<file path="src/rtl/pwmdim_pkg.sv">
package pwmdim_pkg;

    typedef struct packed {
        logic live;     // at least one clock edge seen since reset
        logic armed;    // rising edge seen while dimming enabled
        logic shdn;     // low level outlasted the shutdown delay
        logic viol;     // sticky timing violation
        logic main_on;  // gated main-set enable
        logic sub_on;   // ungated sub-set enable
    } ctl_t;

    localparam ctl_t CTL_RESET = '{default: 1'b0};

endpackage

</file>
<file path="src/rtl/pwmdim_phase_timer.sv">
module pwmdim_phase_timer #(
    parameter  int TICK_DIV  = 100,
    parameter  int SAT_TICKS = 32000,
    localparam int PRE_W     = (TICK_DIV > 1) ? $clog2(TICK_DIV) : 1,
    localparam int DUR_W     = $clog2(SAT_TICKS + 1)
) (
    input  logic             clk,
    input  logic             rst_n,
    input  logic             pwm_in,
    output logic             rise,
    output logic             fall,
    output logic [DUR_W-1:0] ended_ticks,
    output logic [DUR_W-1:0] run_ticks
);

    localparam logic [PRE_W-1:0] PRE_LAST = PRE_W'(TICK_DIV - 1);
    localparam logic [DUR_W-1:0] DUR_SAT  = DUR_W'(SAT_TICKS);

    typedef struct packed {
        logic             lvl;
        logic [PRE_W-1:0] pre;
        logic [DUR_W-1:0] dur;
    } tmr_t;

    tmr_t t_d, t_q;
    logic [PRE_W-1:0] base_pre;
    logic [DUR_W-1:0] base_dur;

    always_comb begin
        rise     = pwm_in & ~t_q.lvl;
        fall     = ~pwm_in & t_q.lvl;
        base_pre = (rise | fall) ? '0 : t_q.pre;
        base_dur = (rise | fall) ? '0 : t_q.dur;
        t_d.lvl  = pwm_in;
        if (base_pre == PRE_LAST) begin
            t_d.pre = '0;
            t_d.dur = (base_dur == DUR_SAT) ? base_dur : base_dur + 1'b1;
        end else begin
            t_d.pre = base_pre + 1'b1;
            t_d.dur = base_dur;
        end
        ended_ticks = t_q.dur;
        run_ticks   = t_d.dur;
    end

    always_ff @(posedge clk or negedge rst_n) begin
        if (!rst_n) begin
            t_q.lvl <= 1'b1;
            t_q.pre <= '0;
            t_q.dur <= '0;
        end else begin
            t_q <= t_d;
        end
    end

    // the tick count never passes its saturation value
    assert_ticks_capped_R6: assert property (@(posedge clk) disable iff (!rst_n)
        t_q.dur <= DUR_SAT);

endmodule

</file>
<file path="src/rtl/pwmdim_pulse_judge.sv">
module pwmdim_pulse_judge #(
    parameter int HIGH_MIN_TICKS = 1,
    parameter int LOW_MIN_TICKS  = 1,
    parameter int LOW_MAX_TICKS  = 1000,
    parameter int DUR_W          = 15
) (
    input  logic             en,
    input  logic             armed,
    input  logic             shdn,
    input  logic             rise,
    input  logic             fall,
    input  logic [DUR_W-1:0] ended_ticks,
    output logic             bad_pulse
);

    localparam logic [DUR_W-1:0] HI_MIN = DUR_W'(HIGH_MIN_TICKS);
    localparam logic [DUR_W-1:0] LO_MIN = DUR_W'(LOW_MIN_TICKS);
    localparam logic [DUR_W-1:0] LO_MAX = DUR_W'(LOW_MAX_TICKS);

    logic high_short;
    logic low_out;

    always_comb begin
        high_short = ended_ticks < HI_MIN;
        low_out    = (ended_ticks < LO_MIN) || (ended_ticks > LO_MAX);
        bad_pulse  = en & armed &
                     ((fall & high_short) | (rise & ~shdn & low_out));
    end

endmodule

</file>
<file path="src/rtl/pwmdim_gate.sv">
module pwmdim_gate (
    input  logic main_req,
    input  logic pwm_en,
    input  logic armed,
    input  logic level,
    input  logic shdn,
    output logic main_on_next
);

    always_comb begin
        if (pwm_en) main_on_next = main_req & armed & level & ~shdn;
        else        main_on_next = main_req;
    end

endmodule

</file>
<file path="src/rtl/pwm_dim_gate.sv">
module pwm_dim_gate
    import pwmdim_pkg::*;
#(
    parameter int TICK_DIV       = 100,
    parameter int HIGH_MIN_TICKS = 1,
    parameter int LOW_MIN_TICKS  = 1,
    parameter int LOW_MAX_TICKS  = 1000,
    parameter int SHDN_TICKS     = 32000
) (
    input  logic clk,
    input  logic rst_n,
    input  logic pwm_en,
    input  logic main_req,
    input  logic sub_req,
    input  logic pwm_in,
    output logic main_on,
    output logic sub_on,
    output logic shutdown,
    output logic violation
);

    localparam int DUR_W = $clog2(SHDN_TICKS + 1);
    localparam logic [DUR_W-1:0] SHDN_LIM = DUR_W'(SHDN_TICKS);

    ctl_t s_d, s_q;
    logic             rise, fall;
    logic [DUR_W-1:0] ended_ticks, run_ticks;
    logic             bad_pulse;
    logic             main_on_next;

    pwmdim_phase_timer #(
        .TICK_DIV  (TICK_DIV),
        .SAT_TICKS (SHDN_TICKS)
    ) u_timer (
        .clk         (clk),
        .rst_n       (rst_n),
        .pwm_in      (pwm_in),
        .rise        (rise),
        .fall        (fall),
        .ended_ticks (ended_ticks),
        .run_ticks   (run_ticks)
    );

    pwmdim_pulse_judge #(
        .HIGH_MIN_TICKS (HIGH_MIN_TICKS),
        .LOW_MIN_TICKS  (LOW_MIN_TICKS),
        .LOW_MAX_TICKS  (LOW_MAX_TICKS),
        .DUR_W          (DUR_W)
    ) u_judge (
        .en          (pwm_en),
        .armed       (s_q.armed),
        .shdn        (s_q.shdn),
        .rise        (rise),
        .fall        (fall),
        .ended_ticks (ended_ticks),
        .bad_pulse   (bad_pulse)
    );

    pwmdim_gate u_gate (
        .main_req     (main_req),
        .pwm_en       (pwm_en),
        .armed        (s_d.armed),
        .level        (pwm_in),
        .shdn         (s_d.shdn),
        .main_on_next (main_on_next)
    );

    always_comb begin
        s_d       = s_q;
        s_d.live  = 1'b1;
        s_d.viol  = s_q.viol | bad_pulse;
        if (!pwm_en) begin
            s_d.armed = 1'b0;
            s_d.shdn  = 1'b0;
        end else if (rise) begin
            s_d.armed = 1'b1;
            s_d.shdn  = 1'b0;
        end else if (s_q.armed && !fall && !pwm_in && run_ticks >= SHDN_LIM) begin
            s_d.shdn  = 1'b1;
        end
        s_d.main_on = main_on_next;
        s_d.sub_on  = sub_req;
    end

    always_ff @(posedge clk or negedge rst_n) begin
        if (!rst_n) s_q <= CTL_RESET;
        else        s_q <= s_d;
    end

    assign main_on   = s_q.main_on;
    assign sub_on    = s_q.sub_on;
    assign shutdown  = s_q.shdn;
    assign violation = s_q.viol;

    assert_bypass_R1: assert property (@(posedge clk) disable iff (!rst_n)
        s_q.live && $past(!pwm_en) |-> main_on == $past(main_req));

    assert_sub_follows_R2: assert property (@(posedge clk) disable iff (!rst_n)
        s_q.live |-> sub_on == $past(sub_req));

    assert_shdn_blocks_main_R9: assert property (@(posedge clk) disable iff (!rst_n)
        shutdown |-> !main_on);

    assert_rise_clears_R10: assert property (@(posedge clk) disable iff (!rst_n)
        $rose(pwm_in) |=> !shutdown);

    assert_viol_sticky_R11: assert property (@(posedge clk) disable iff (!rst_n)
        s_q.live && $past(violation) |-> violation);

endmodule

</file>
<file path="config.mk">
export PLATFORM = sky130hd
export DESIGN_NAME = pwm_dim_gate
export DESIGN_NICKNAME = d
export VERILOG_FILES = /design/src/rtl/pwmdim_pkg.sv /design/src/rtl/pwmdim_phase_timer.sv /design/src/rtl/pwmdim_pulse_judge.sv /design/src/rtl/pwmdim_gate.sv /design/src/rtl/pwm_dim_gate.sv
export SDC_FILE = /design/constraint.sdc
export NUM_CORES = 1
export LEC_CHECK = 0
export BUFFER_PORTS_ARGS = -buffer_cell sky130_fd_sc_hd__buf_2
export CORE_UTILIZATION = 45
export CTS_BUF_LIST = sky130_fd_sc_hd__clkbuf_8
export CTS_CLUSTER_DIAMETER = 50
export DETAILED_ROUTE_END_ITERATION = 8
export MAX_ROUTING_LAYER = met4
export PLACE_DENSITY_LB_ADDON = 0.15
export SKIP_LAST_GASP = 1
export SLEW_MARGIN = 20
export SYNTH_ARGS = -nofsm -noshare
export SYNTH_HDL_FRONTEND = slang
export SYNTH_HIERARCHICAL = 1
export SYNTH_SLANG_ARGS = --single-unit
export TNS_END_PERCENT = 1
</file>
<file path="constraint.sdc">
create_clock -name clk -period 8.45 [get_ports clk]
set_input_delay 1.2675 -clock clk [delete_from_list [all_inputs] [get_ports clk]]
set_output_delay 1.2675 -clock clk [all_outputs]
set_load 0.02 [all_outputs]
</file>
==> results of run 1 <==
## power by group
part	internal, mW	switching, mW
logic	0.00983	0.0178
registers	0.140	0.00427
clock network	0.0418	0.0406
total	0.191	0.0626
## routing by layer
layer | vias to the layer above | GRT usage [%]
li1 | 597 | -
met3 | 7 | 4.53
met2 | 21 | 29.5
met5 | - | -
met4 | 0 | 9.09
met1 | 592 | 21.8
## metrics by stage
step                total power, mW  hold WS (ns)  utilization (%)
floorplan                     0.165         0.512                -
CTS                           0.259         0.483             48.1
detailed placement            0.175         0.458             46.5
global route                  0.267         0.493             48.1
global placement              0.174         0.451             46.5
finish                        0.254         0.476             48.1
## worst max path at each step
stage | slack, ns | depth (start not counted) | to | start
final | 3.84 | 13 | main_on$_DFF_PN0_ | pwm_in
after global routing | 3.59 | 13 | main_on$_DFF_PN0_ | pwm_in
after CTS | 3.89 | 13 | main_on$_DFF_PN0_ | pwm_in
after detailed placement | 3.59 | 13 | main_on$_DFF_PN0_ | pwm_in
after global placement | 3.74 | 13 | main_on$_DFF_PN0_ | pwm_in
after floorplan | 3.82 | 16 | main_on$_DFF_PN0_ | pwm_in
## area by class of cell
cell class / count / area [µm²]
fill: 328 / 1800
multi-input combinational: 122 / 787
sequential: 28 / 702
tap: 46 / 57.6
clock buffer: 4 / 55.1
timing repair buffer: 9 / 45.0
inverter: 6 / 22.5
## registers in the layout, summed over array words and instances (netlist names)
signal,cells
sub_on,1
violation,1
s_q,1
main_on,1
u_timer/ended_ticks,15
u_timer/t_q,8
shutdown,1
## worst reg2reg max path, cell delays in order, from the launching register on
cell and delay [ns]:
dfstp_2 0.55, ha_1 0.56, and2_1 0.25, ha_1 0.23, nand2_1 0.11, or4_1 0.63, or4_1 0.55, a21oi_1 0.21
nand4_1 0.15, o41ai_2 0.26, nand3b_1 0.15, a21boi_1 0.06
==> results.sh, run 1 <==
export IMPL_outcome="complete, no violations"
export IMPL_stdcell_area_mm2=0.00167
export IMPL_max_freq_ghz=0.217
export IMPL_reg2reg_from="u_timer/t_q[22]$_DFF_PN1_"
export IMPL_top_layer_used="met4"
export IMPL_final_cell_mix="dfrtp_1 (27), nand2_1 (19), nor2_1 (10)"
export IMPL_first_pass_iters=4
export IMPL_areaGrowthSynthToFinish_pct=-1.69
export IMPL_route_antenna_remaining_nets=0
export IMPL_fin_crit_sh_pct=54.5
export IMPL_die_area_mm2=0.00402
export IMPL_grt_pass1_vias=1259
export IMPL_grt_overflow=0
export IMPL_avgSynthCellArea_um2=9.28
export IMPL_slowest_delay_ns=0.71
export IMPL_wl_per_cell_um=14.8
export IMPL_via_per_inst=5.66
export IMPL_fin_cells=215
export IMPL_path_cells="buf_2 > inv_1 > ha_1 > and2_1 > ha_1 > nand2_1 > or4_1 > or4_1 > a21oi_1 > nand4_1 > o41ai_2 > nand3b_1 > a21boi_1"
export IMPL_critPathLaunchType="input pin"
export IMPL_met3_length_um=116
export IMPL_layout_drive_gt1_share_pct=11.8
export IMPL_path_clk_slew_ns=0.09
export IMPL_vdd_drop_max_v=0.0000973
export IMPL_crit_buf_inv=2
export IMPL_cpMaxStageDelayCell="ha_1"
export IMPL_rsz0062_at_grt="false"
export IMPL_route_met2_wl_um=1580
export IMPL_clk_insertion_delay_late_ns=0.28
export IMPL_dp_slack_ns=3.59
export IMPL_finalCriticalPeriod_ns=4.61
export IMPL_finClkSkew_ns=0.00682
export IMPL_powerDensity_mw_per_mm2=152
export IMPL_core_area_mm2=0.00347
export IMPL_hpwl_um=2310
export IMPL_placed_cells=211
export IMPL_cts_tree="built"
export IMPL_io_buffers=9
export IMPL_syn_inst=183
export IMPL_drc=0
export IMPL_cts_hold_buffers=0
export IMPL_antennaDiodeCount=0
export IMPL_min_from="violation$_DFF_PN0_"
export IMPL_p_leak_nw=0.729
export IMPL_wl_met1_um=1420
export IMPL_max_cap_viol_count=0
export IMPL_cp_top_family="simple AND/OR/NAND/NOR gates"
export IMPL_worst_endpoint_required_ns=8.62
export IMPL_fin_setup_tns_ns=0
export IMPL_setup_violations=0
export IMPL_ctsRootBufferMaster="clkbuf_8"
export IMPL_syn_area_mm2=0.00170
export IMPL_worstHoldEndpoint="violation$_DFF_PN0_"
export IMPL_synth_nets=193
export IMPL_rr_worst_depth=11
export IMPL_vias=1217
export IMPL_final_common_cell="dfrtp_1"
export IMPL_hp_class="reg2reg"
export IMPL_timing_rr_end="main_on$_DFF_PN0_"
export IMPL_maxSlewViolCount=0
export IMPL_htreeDepth=1
export IMPL_chipWidth_um=63.4
export IMPL_dr_first_iter_drc_count=94
export IMPL_antenna_found_initial=0
export IMPL_io_pins=10
export IMPL_cts_resized=0
export IMPL_finalNetCount=180
export IMPL_hold_viol_final=0
export IMPL_holdPathStages=1
export IMPL_grt_pass1_wl_um=5580
export IMPL_initial_core_util_pct=49.0
export IMPL_drt_wl_total_um=3180
export IMPL_grt_start_max_net_pins=29
export IMPL_max_slew_margin_pct=55.5
export IMPL_placementRows=21
export IMPL_post_dp_cell_area_mm2=0.00161
export IMPL_gp_congestion=0.868
export IMPL_rrSetupSlack_ns=4.62
export IMPL_numCtsBuffers=3
export IMPL_cts_sinks=28
export IMPL_cts_buffer_depth=2
export IMPL_crit_fanout=24
export IMPL_fp_dieH_um=63.4
export IMPL_cp_end_kind="register"
export IMPL_yosys_warnings=6
export IMPL_grt_util_all_layers_pct=18.6
export IMPL_layout_setup_ws_ns=3.84
export IMPL_cts_setup_buffers=0
export IMPL_worstMarginPinSlew_ns=0.668
export IMPL_critical_path_class="in2reg"
export IMPL_arrival_ns=4.78
Power figures use the tool's default switching activity.
==> run 2: changes to the inputs <==
- clock period: 8.45 -> 3.7 ns (I/O delays scaled with it)
==> run 2 against run 1 <==
Compared with the run above:
- sequential share of layout area fell by 0.83 points
- wire length rose by 5.6%
- global-route usage rose by 0.92 points
- non-clock buffer count rose by 2
- count of clock-buffer cells in the layout fell by 1
- die area did not move
- critical path depth did not move
- clock skew fell by 0.0027 ns
- clock power rose to 3.0 times the previous value
- final cell count rose by 0.93%
- worst hold slack got worse by 0.20 ns
- critical path type unchanged
- critical endpoint unchanged
==> results.sh, run 2 (same netlist as run 1, synthesis figures left out) <==
export IMPL_critPathLaunchType="input pin"
export IMPL_powerDensity_mw_per_mm2=374
export IMPL_gp_congestion=0.895
export IMPL_cp_end_kind="register"
export IMPL_final_common_cell="dfrtp_1"
export IMPL_fin_cells=217
export IMPL_finClkSkew_ns=0.00407
export IMPL_ctsRootBufferMaster="clkbuf_8"
export IMPL_outcome="complete, no violations"
export IMPL_grt_util_all_layers_pct=19.5
export IMPL_largest_register_ffs=15
export IMPL_areaGrowthSynthToFinish_pct=0.295
export IMPL_chipWidth_um=63.4
export IMPL_clk_insertion_delay_late_ns=0.28
export IMPL_rrSetupSlack_ns=0.38
export IMPL_antenna_found_initial=0
export IMPL_drc=0
export IMPL_rsz0062_at_grt="false"
export IMPL_grt_start_max_net_pins=29
export IMPL_initial_core_util_pct=49.0
export IMPL_layout_drive_gt1_share_pct=13.5
export IMPL_hold_viol_final=0
export IMPL_placed_cells=213
export IMPL_final_util_pct=49.1
export IMPL_io_buffers=9
export IMPL_layout_setup_ws_ns=0.332
export IMPL_post_dp_cell_area_mm2=0.00163
export IMPL_grt_pass1_wl_um=5880
export IMPL_placementRows=21
export IMPL_hp_class="in2async"
export IMPL_fin_crit_sh_pct=91.0
export IMPL_p_leak_nw=0.744
export IMPL_crit_fanout=8
export IMPL_power_total_mw=0.637
export IMPL_cts_sinks=28
export IMPL_finalNetCount=182
export IMPL_timing_rr_end="main_on$_DFF_PN0_"
export IMPL_vias=1289
export IMPL_route_antenna_remaining_nets=0
export IMPL_stdcell_area_mm2=0.00170
export IMPL_maxSlewViolCount=0
export IMPL_core_area_mm2=0.00347
export IMPL_hpwl_um=2350
export IMPL_whs_ns=0.279
export IMPL_path_cells="buf_2 > inv_1 > ha_1 > and2_1 > ha_2 > nand2_1 > or4_1 > or4_1 > a21oi_1 > nand4_1 > o41ai_2 > nand3b_1 > a21boi_1"
export IMPL_max_slew_margin_pct=58.4
export IMPL_path_clk_slew_ns=0.10
export IMPL_htreeDepth=1
export IMPL_finalCriticalPeriod_ns=3.37
export IMPL_cts_setup_buffers=0
export IMPL_cts_buffer_depth=2
export IMPL_reg2reg_from="u_timer/t_q[22]$_DFF_PN1_"
export IMPL_fin_setup_tns_ns=0
export IMPL_die_area_mm2=0.00402
export IMPL_io_pins=10
export IMPL_cts_tree="built"
export IMPL_worstMarginPinSlew_ns=0.624
export IMPL_cpMaxStageDelayCell="or4_1"
export IMPL_via_per_inst=5.94
export IMPL_grt_overflow=0
export IMPL_crit_top_cell="or4_1"
export IMPL_slowest_delay_ns=0.63
export IMPL_drt_wl_total_um=3360
export IMPL_arrival_ns=3.54
export IMPL_antennaDiodeCount=0
export IMPL_cts_hold_buffers=0
export IMPL_final_cell_mix="dfrtp_1 (27), nand2_1 (19), nor2_1 (10)"
export IMPL_setup_violations=0
export IMPL_critical_path_class="in2reg"
export IMPL_max_cap_viol_count=0
export IMPL_dp_slack_ns=0.0307
export IMPL_numCtsBuffers=3
export IMPL_first_pass_iters=4
export IMPL_grt_pass1_vias=1266
export IMPL_max_freq_ghz=0.297
export IMPL_wl_per_cell_um=15.5
export IMPL_worst_endpoint_required_ns=3.87
export IMPL_cts_resized=0
export IMPL_fp_dieH_um=63.4
export IMPL_dr_first_iter_drc_count=89
export IMPL_rr_worst_depth=11
export IMPL_vdd_drop_max_v=0.000167
==> run 2: per-layer routing <==
metal | track usage, % | wire [µm] | share of wire [%]
met2 | 30.5 | 1650 | 49
met4 | 8.24 | 72 | 2.1
met3 | 3.26 | 173 | 5.2
met1 | 24.8 | 1460 | 43
met5 | - | 0 | 0
==> run 2: final cells by class <==
type | count | area (µm²)
clock buffer | 3 | 41.3
inverter | 6 | 22.5
fill | 336 | 1770
timing repair buffer | 11 | 60.1
clock inverter | 1 | 30.0
sequential | 28 | 702
tap | 46 | 57.6
multi-input combinational | 122 | 790
==> run 2: how the worst max path moves through the flow <==
stage | startpoint | to | slack (ns) | depth (start not counted)
after global placement | pwm_in | main_on$_DFF_PN0_ | 0.16 | 13
after CTS | pwm_in | main_on$_DFF_PN0_ | 0.33 | 13
final | pwm_in | main_on$_DFF_PN0_ | 0.33 | 13
after global routing | pwm_in | main_on$_DFF_PN0_ | 0.07 | 13
after floorplan | pwm_in | main_on$_DFF_PN0_ | 0.01 | 16
after detailed placement | pwm_in | main_on$_DFF_PN0_ | 0.03 | 13
==> run 2: critical path: cells and delay by family <==
family	cells	cell delay, ns
simple gates	6	1.73
fa+ha+maj	2	0.58
compound gates	3	0.50
buf+inv	2	0.17
==> run 2: power by group <==
part           leakage (nW)  switching (mW)  internal (mW)
clock network        0.0357          0.0981          0.145
logic                 0.335          0.0405         0.0240
registers             0.373         0.00971          0.319
total                 0.744           0.148          0.488
